==> config.mk <==
export PLATFORM = sky130hd
export DESIGN_NAME = keyseq_wdog
export DESIGN_NICKNAME = d
export VERILOG_FILES = /design/src/rtl/wdog_pkg.sv /design/src/rtl/wdog_key_seq.sv /design/src/rtl/wdog_period.sv /design/src/rtl/wdog_counter.sv /design/src/rtl/keyseq_wdog.sv
export SDC_FILE = /design/constraint.sdc
export NUM_CORES = 1
export LEC_CHECK = 0
export BUFFER_PORTS_ARGS = -buffer_cell sky130_fd_sc_hd__buf_4
export CORE_MARGIN = 2
export CORE_UTILIZATION = 40
export CTS_CLUSTER_SIZE = 16
export DETAILED_ROUTE_END_ITERATION = 8
export PLACE_DENSITY = 0.62
export SETUP_SLACK_MARGIN = 0.15
export SYNTH_ARGS = -nofsm -noshare
export SYNTH_HDL_FRONTEND = slang
export SYNTH_SLANG_ARGS = --single-unit
==> constraint.sdc <==
create_clock -name clk -period 2.7 [get_ports clk]
set_clock_uncertainty 0.2 [all_clocks]
set_input_delay 0.27 -clock clk [delete_from_list [all_inputs] [get_ports clk]]
set_output_delay 0.27 -clock clk [all_outputs]
set_load 0.02 [all_outputs]
==> src/rtl/wdog_pkg.sv <==
package wdog_pkg;
   localparam int EN_BIT  = 7;
   localparam int PRE_BIT = 4;
   localparam int SEL_W   = 2;
   localparam int N_SEL   = 1 << SEL_W;

   typedef enum logic {
      ADDR_CTRL = 1'b0,
      ADDR_SVC  = 1'b1
   } wdog_addr_e;
endpackage

==> src/rtl/wdog_key_seq.sv <==
module wdog_key_seq #(
   parameter int          DW       = 8,
   parameter logic [DW-1:0] ARM_KEY  = 8'h55,
   parameter logic [DW-1:0] FIRE_KEY = 8'hAA
) (
   input  logic          clk,
   input  logic          rst_n,
   input  logic          clr,
   input  logic          wr,
   input  logic [DW-1:0] data,
   output logic          armed,
   output logic          done
);
   assign done = wr && armed && (data == FIRE_KEY);

   always_ff @(posedge clk) begin
      if (!rst_n || clr) begin
         armed <= 1'b0;
      end else if (wr) begin
         if (data == ARM_KEY)       armed <= 1'b1;
         else if (data == FIRE_KEY) armed <= 1'b0;
      end
   end
endmodule

==> src/rtl/wdog_period.sv <==
module wdog_period #(
   parameter int PRE_LOG2  = 9,
   parameter int BASE_LOG2 = 9,
   parameter int STEP_LOG2 = 2,
   parameter int CW        = 24
) (
   input  logic                    pre,
   input  logic [wdog_pkg::SEL_W-1:0] sel,
   output logic [CW-1:0]           last
);
   import wdog_pkg::*;
   localparam int SW = $clog2(CW + 1);

   logic [SW-1:0] sh_sel [N_SEL];
   logic [SW-1:0] sh;
   logic [CW:0]   full;
   logic          unused_msb;

   for (genvar g = 0; g < N_SEL; g++) begin : g_sel
      assign sh_sel[g] = SW'(BASE_LOG2 + STEP_LOG2 * g);
   end

   if (PRE_LOG2 > 0) begin : g_pre
      assign sh = sh_sel[sel] + (pre ? SW'(PRE_LOG2) : '0);
   end else begin : g_nopre
      logic unused_pre;
      assign unused_pre = pre;
      assign sh = sh_sel[sel];
   end

   assign full       = ({{CW{1'b0}}, 1'b1} << sh) - 1'b1;
   assign last       = full[CW-1:0];
   assign unused_msb = full[CW];
endmodule

==> src/rtl/wdog_counter.sv <==
module wdog_counter #(
   parameter int CW = 24
) (
   input  logic          clk,
   input  logic          rst_n,
   input  logic          en,
   input  logic          tick,
   input  logic          clear,
   input  logic [CW-1:0] last,
   output logic [CW-1:0] cnt,
   output logic          hit,
   output logic          pulse
);
   assign hit = en && tick && (cnt >= last);

   always_ff @(posedge clk) begin
      if (!rst_n || clear || hit) cnt <= '0;
      else if (en && tick)        cnt <= cnt + 1'b1;
      pulse <= rst_n && hit;
   end
endmodule

==> src/rtl/keyseq_wdog.sv <==
module keyseq_wdog #(
   parameter int            DW        = 8,
   parameter int            PRE_LOG2  = 9,
   parameter int            BASE_LOG2 = 9,
   parameter int            STEP_LOG2 = 2,
   parameter logic [DW-1:0] ARM_KEY   = 8'h55,
   parameter logic [DW-1:0] FIRE_KEY  = 8'hAA
) (
   input  logic          clk,
   input  logic          rst_n,
   input  logic          tick,
   input  logic          mode_pin,
   input  logic          wr_en,
   input  logic          wr_addr,
   input  logic [DW-1:0] wr_data,
   input  logic          rd_addr,
   output logic [DW-1:0] rd_data,
   output logic          wdog_rst
);
   import wdog_pkg::*;
   localparam int CW = PRE_LOG2 + BASE_LOG2 + STEP_LOG2 * (N_SEL - 1) + 1;

   initial begin
      assert (DW > EN_BIT && DW > PRE_BIT) else $error("DW too narrow for control fields");
      assert (PRE_LOG2 >= 0 && BASE_LOG2 >= 1 && STEP_LOG2 >= 0) else $error("bad period parameters");
      assert (ARM_KEY != FIRE_KEY) else $error("keys must differ");
   end

   logic                swe_q, swp_q;
   logic [SEL_W-1:0]    swt_q, act_q;
   logic                ctrl_wr, svc_wr, svc_done, armed, hit;
   logic [CW-1:0]       cnt, last;

   assign ctrl_wr = wr_en && (wr_addr == ADDR_CTRL);
   assign svc_wr  = wr_en && (wr_addr == ADDR_SVC);

   wdog_key_seq #(.DW(DW), .ARM_KEY(ARM_KEY), .FIRE_KEY(FIRE_KEY)) u_key (
      .clk(clk), .rst_n(rst_n), .clr(hit), .wr(svc_wr), .data(wr_data),
      .armed(armed), .done(svc_done)
   );

   wdog_period #(.PRE_LOG2(PRE_LOG2), .BASE_LOG2(BASE_LOG2),
                 .STEP_LOG2(STEP_LOG2), .CW(CW)) u_per (
      .pre(swp_q), .sel(act_q), .last(last)
   );

   wdog_counter #(.CW(CW)) u_cnt (
      .clk(clk), .rst_n(rst_n), .en(swe_q), .tick(tick), .clear(svc_done),
      .last(last), .cnt(cnt), .hit(hit), .pulse(wdog_rst)
   );

   always_ff @(posedge clk) begin
      if (!rst_n) begin
         swe_q <= 1'b1;
         swp_q <= ~mode_pin;
         swt_q <= '0;
         act_q <= '0;
      end else if (hit) begin
         swe_q <= 1'b1;
         swt_q <= '0;
         act_q <= '0;
      end else begin
         if (ctrl_wr) begin
            swe_q <= wr_data[EN_BIT];
            swp_q <= wr_data[PRE_BIT];
            swt_q <= wr_data[SEL_W-1:0];
         end
         if (svc_done) act_q <= swt_q;
      end
   end

   always_comb begin
      rd_data = '0;
      if (rd_addr == ADDR_CTRL) begin
         rd_data[EN_BIT]      = swe_q;
         rd_data[PRE_BIT]     = swp_q;
         rd_data[SEL_W-1:0]   = swt_q;
      end
   end
endmodule

==> flow_summary.json, run 1 <==
{
  "min_path_type": "input pin to flop",
  "grt_pass1_wl_um": 9560,
  "htreeDepth": 2,
  "cts_made_buffers": 5,
  "die_h_um": 79.6,
  "grt_pass1_vias": 2009,
  "wire_per_inst_um": 13.8,
  "finalSetupViolCount": 0,
  "start_util_pct": 41.5,
  "final_common_cell": "buf_4",
  "n_fill_cell": 528,
  "vias": 2080,
  "cts_tree": "done",
  "synth_area_sq_mm": 0.00229,
  "io_buffers": 19,
  "pin_count": 24,
  "yosys_warnings": 0,
  "p_per_area_mw_per_mm2": 396,
  "synthFlopType": "dfxtp_1",
  "period_share_pct": 99.3,
  "drc_errors": 0,
  "cts_root_buf": "clkbuf_8",
  "fmax_mhz": 373,
  "cts.sinks": 33,
  "synth_edf_count": 1,
  "ctsLongestPathBuffers": 2,
  "async_reset_ff_share_pct": 0,
  "nets": 358,
  "ir_drop_uv": 276,
  "fin_util_pct": 52.3,
  "firstDrtPassIters": 5,
  "drv_slew": 0,
  "ctsHoldBuffers": 0,
  "dp_slack_ps": -137,
  "coreArea_sq_mm": 0.00551,
  "final-instance-count-excl-fill": 393,
  "gp_congestion": 0.776,
  "hold_viol_final": 0,
  "fin_hold_ws_ps": 24.2,
  "syn2layout_area_growth_pct": 26.0,
  "ant_nets": 0,
  "p_leak_nw": 1.23,
  "grt_util_all_layers_pct": 19.3,
  "syn_inst": 278,
  "status": "finished clean",
  "required_ps": 2690,
  "crit_fanout": 6,
  "clk_pin_slew_ps": 80,
  "clock_latency_ps": 290,
  "ys_seq_area_share_pct": 29.3,
  "grt.overflow.total": 0,
  "wl_um": 5440,
  "die-area_sq_mm": 0.00634,
  "finalCriticalPeriod_ps": 2680,
  "rrSetupSlack_ps": 20,
  "fp-row-count": 27,
  "dp.cells": 378,
  "antenna_found_initial": 0,
  "setup.worst_path.end_class": "flop",
  "setup_slack_ps": 17.9,
  "die_x_um": 79.6,
  "synth-seq-cells": 33,
  "drive_above_1_share_pct": 26.5,
  "worstSetupPathType": "flop to flop",
  "critPathLaunchType": "flop",
  "grt_max_degree": 22,
  "layout_common_cells": "41 x buf_4, 33 x nand2_1, 30 x dfxtp_1, 22 x ha_1",
  "ys_types": 46,
  "arrival_ps": 2670,
  "hpwl_um": 4040,
  "syn_avg_cell_area_sq_um": 8.23,
  "drv_cap": 0,
  "rsz0062_at_grt": "yes",
  "num_antenna_cells": 0,
  "worst_slew_pin_slew_ps": 657,
  "drt-initial-drc-count": 109,
  "avgViaCountPerCell": 5.29,
  "slew_headroom_pct": 56.1
}
## worst max-delay path: stages, from the launching register on
cell	delay (ps)
edfxtp_1	450
o21ai_1	110
nand2b_4	160
ha_4	280
nand4_1	150
or3_4	370
buf_4	140
nor3_2	230
buf_4	190
a2111oi_0	70
a31o_2	230
## metrics by stage
| step | total power [W] | setup TNS, ps | instance area (sq um) |
|---|---|---|---|
| global route | 0.00119 | -2680 | 2880 |
| floorplan | 0.000598 | 0 | 2320 |
| finish | 0.00114 | 0 | 2880 |
| CTS | 0.00115 | 0 | 2850 |
| detailed placement | 0.000641 | -1730 | 2590 |
| global placement | 0.000640 | -1350 | 2590 |
## timing repair
| action | in CTS | in global routing |
|---|---|---|
| resized for setup | 21 | 4 |
| setup buffers | 5 | 2 |
| pin swaps | 6 | 5 |
| setup endpoints to repair | 33 | 33 |
## flip-flops by register name (all words and copies together) (netlist names)
register and flops:
swe_q 1, u_key.armed 1, swt_q 2, swp_q 1
act_q 2, u_cnt.pulse 1, u_cnt.cnt 25
## synthesized netlist by cell type, types with 3 or more instances
master | number | area share [%]
and3_1 | 11 | 3.0
nand2_1 | 33 | 5.4
nor3_1 | 23 | 5.0
nand4_1 | 8 | 2.2
nor2b_1 | 5 | 1.4
mux2_2 | 4 | 2.0
clkbuf_1 | 8 | 1.3
nor2_1 | 3 | 0.49
and2_1 | 4 | 1.1
xor2_1 | 10 | 3.8
a31o_2 | 3 | 1.1
inv_1 | 13 | 2.1
nand2b_1 | 3 | 0.82
or3_1 | 7 | 1.9
ha_1 | 23 | 13
a21oi_1 | 18 | 3.9
o21ai_0 | 7 | 1.5
a211o_1 | 4 | 1.5
nor4bb_1 | 3 | 1.3
dfxtp_1 | 32 | 28
nand3_1 | 16 | 3.5
buf_4 | 4 | 1.3
xnor2_1 | 7 | 2.7
## power by group
part / internal (W) / switching (W)
sequential: 0.000495 / 0.00000970
clock: 0.000300 / 0.000199
combinational: 0.0000624 / 0.0000748
## kinds of logic after synthesis
kind of cell	synth area share, %
multiplexers	2.84
AND/OR/NAND/NOR	30.3
other	0.328
flip-flops	29.3
AO/OA/AOI/OAI	12.9
adder cells (fa/ha/maj)	12.6
buffers and inverters	5.25
XOR/XNOR	6.51
## worst paths after layout
check	from	end	cells past startpoint
min	wr_data[7]	swe_q	3
min reg2reg	u_cnt.cnt[7]	u_cnt.cnt[7]	2
max reg2reg	swp_q	u_cnt.cnt[3]	10
max	swp_q	u_cnt.cnt[3]	10
## routing by layer
layer | part of all wire, % | vias to the layer above | wire length [um] | global-route usage (%)
li1 | - | 1074 | - | -
met1 | 49 | 960 | 2640 | 26.2
met2 | 46 | 39 | 2530 | 30.8
met3 | 3.5 | 7 | 193 | 3.05
met4 | 1.4 | 0 | 75 | 6.72
met5 | 0 | - | 0 | 0
## layout make-up
type / instances / area [sq um] / area share, %
Inverter: 13 / 48.8 / 1.69
Multi-Input combinational cell: 224 / 1620 / 56.1
Tap cell: 72 / 90.1 / 3.13
Timing Repair Buffer: 43 / 330 / 11.5
Clock inverter: 2 / 37.5 / 1.30
Clock buffer: 6 / 82.6 / 2.87
Sequential cell: 33 / 676 / 23.4
No activity file was read; power rests on OpenSTA's default activity.
==> inputs of run 2 (changes only) <==
REMOVE_ABC_BUFFERS = 1   (was unset)
==> flow_summary.json, run 2 (synthesis gave the netlist of run 1 again) <==
{
  "cts_tree": "done",
  "required_ps": 2670,
  "io_buffers": 19,
  "wire_per_inst_um": 14.7,
  "top_register": "u_cnt.cnt",
  "die-area_sq_mm": 0.00634,
  "die_h_um": 79.6,
  "firstDrtPassIters": 5,
  "fp-row-count": 27,
  "ctsLongestPathBuffers": 2,
  "final-instance-count-excl-fill": 402,
  "status": "finished clean",
  "reg2reg_from": "act_q[1]",
  "setup.worst_path.end_class": "flop",
  "cts.sinks": 33,
  "cts_made_buffers": 5,
  "p_leak_nw": 1.29,
  "vias": 2183,
  "fin_util_pct": 56.6,
  "top_regs": "u_cnt.cnt x25, act_q x2, swt_q x2",
  "worstSetupPathType": "flop to flop",
  "layout_common_cells": "42 x buf_4, 33 x nand2_1, 30 x dfxtp_1, 16 x nor3_1, 16 x ha_1",
  "ir_drop_uv": 248,
  "nets": 367,
  "finalCriticalPeriod_ps": 2680,
  "num_antenna_cells": 0,
  "drc_errors": 0,
  "n_fill_cell": 471,
  "critPathLaunchType": "flop",
  "pin_count": 24,
  "cts_root_buf": "clkbuf_8",
  "startpoint": "act_q[1]",
  "rsz0062_at_grt": "yes",
  "syn2layout_area_growth_pct": 36.2,
  "grt_util_all_layers_pct": 19.8,
  "stdcell_area_sq_mm": 0.00312,
  "largest_register_ff_count": 25,
  "fin_hold_ws_ps": 28.6,
  "avgViaCountPerCell": 5.43,
  "arrival_ps": 2650,
  "dpl-instance-area_sq_mm": 0.00262,
  "antenna_found_initial": 0,
  "setup_slack_ps": 20.2,
  "drv_cap": 0,
  "clock_latency_ps": 290,
  "drive_above_1_share_pct": 34.2,
  "dp_slack_ps": -114,
  "drt-initial-drc-count": 82,
  "min_path_type": "input pin to flop",
  "grt_max_degree": 22,
  "wl_um": 5920,
  "gp_congestion": 0.795,
  "grt_pass1_vias": 2103,
  "dp.cells": 381,
  "crit_fanout": 8,
  "drv_slew": 0,
  "fmax_mhz": 373,
  "ant_nets": 0,
  "hold_viol_final": 0,
  "finalSetupViolCount": 0,
  "grt_pass1_wl_um": 9730,
  "period_share_pct": 99.3,
  "start_util_pct": 41.5,
  "hpwl_um": 4010,
  "ctsHoldBuffers": 0,
  "clk_pin_slew_ps": 70,
  "final_common_cell": "buf_4",
  "die_x_um": 79.6,
  "htreeDepth": 2,
  "coreArea_sq_mm": 0.00551,
  "grt.overflow.total": 0,
  "p_per_area_mw_per_mm2": 332,
  "hp-start": "wr_data[7]"
}
-- run 2: cell count changes in the layout (fill, tap and decap cells not counted), moves of 3 or more --
cell	previous run	this run
a21oi_1	16	9
a21oi_2	2	9
buf_6	2	9
ha_1	22	16
ha_4	1	7
nor3_2	10	6
o21ai_0	5	2
-- run 2: cell type report --
cell class | instances | area [sq um] | area share (%)
Clock buffer | 6 | 72.6 | 2.33
Clock inverter | 2 | 10.0 | 0.321
Inverter | 13 | 48.8 | 1.57
Multi-Input combinational cell | 224 | 1780 | 57.1
Sequential cell | 33 | 678 | 21.8
Tap cell | 72 | 90.1 | 2.89
Timing Repair Buffer | 52 | 437 | 14.0
-- run 2: per-stage QoR --
step / setup TNS, ps / total power, W
after CTS: 0 / 0.00102
after detailed placement: -2160 / 0.000643
after global routing: -1530 / 0.00108
after global placement: -1240 / 0.000642
after floorplan: -910 / 0.000585
final: 0 / 0.00103
-- run 2: metal layers --
layer	share of wire [%]	track usage, %	wire, um
met1	44	24.0	2600
met2	49	33.1	2900
met3	4.7	4.98	280
met4	2.3	8.28	136
met5	0	0	0
-- run 2: worst paths after layout --
| check | endpoint | slack, ps | depth (start not counted) |
|---|---|---|---|
| worst max register to register | u_cnt.cnt[21] | 20 | 10 |
| worst max-delay path | u_cnt.cnt[21] | 20 | 10 |
| worst min-delay path | swe_q | 30 | 3 |
| worst min register to register | u_cnt.cnt[7] | 340 | 2 |
-- run 2: timing repair --
action | 4_1_cts | 5_1_grt
endpoints found under the setup margin | 33 | 33
gates resized for setup | 33 | 30
pin swaps | 24 | 19
buffers inserted | 12 | 1
-- run 2: critical path: stages (launching register included) --
cell	delay, ps
dfxtp_4	390
nor2_4	40
xnor2_1	150
nand2_1	130
ha_4	300
nand4_1	140
or3_4	420
or3_4	350
a21oi_4	210
buf_6	170
nor3_1	60
-- run 2: where the power goes --
part	switching, W	internal, W	leakage [nW]
logic	0.0000876	0.0000732	0.976
registers	0.0000102	0.000494	0.270
clock network	0.000190	0.000179	0.0450
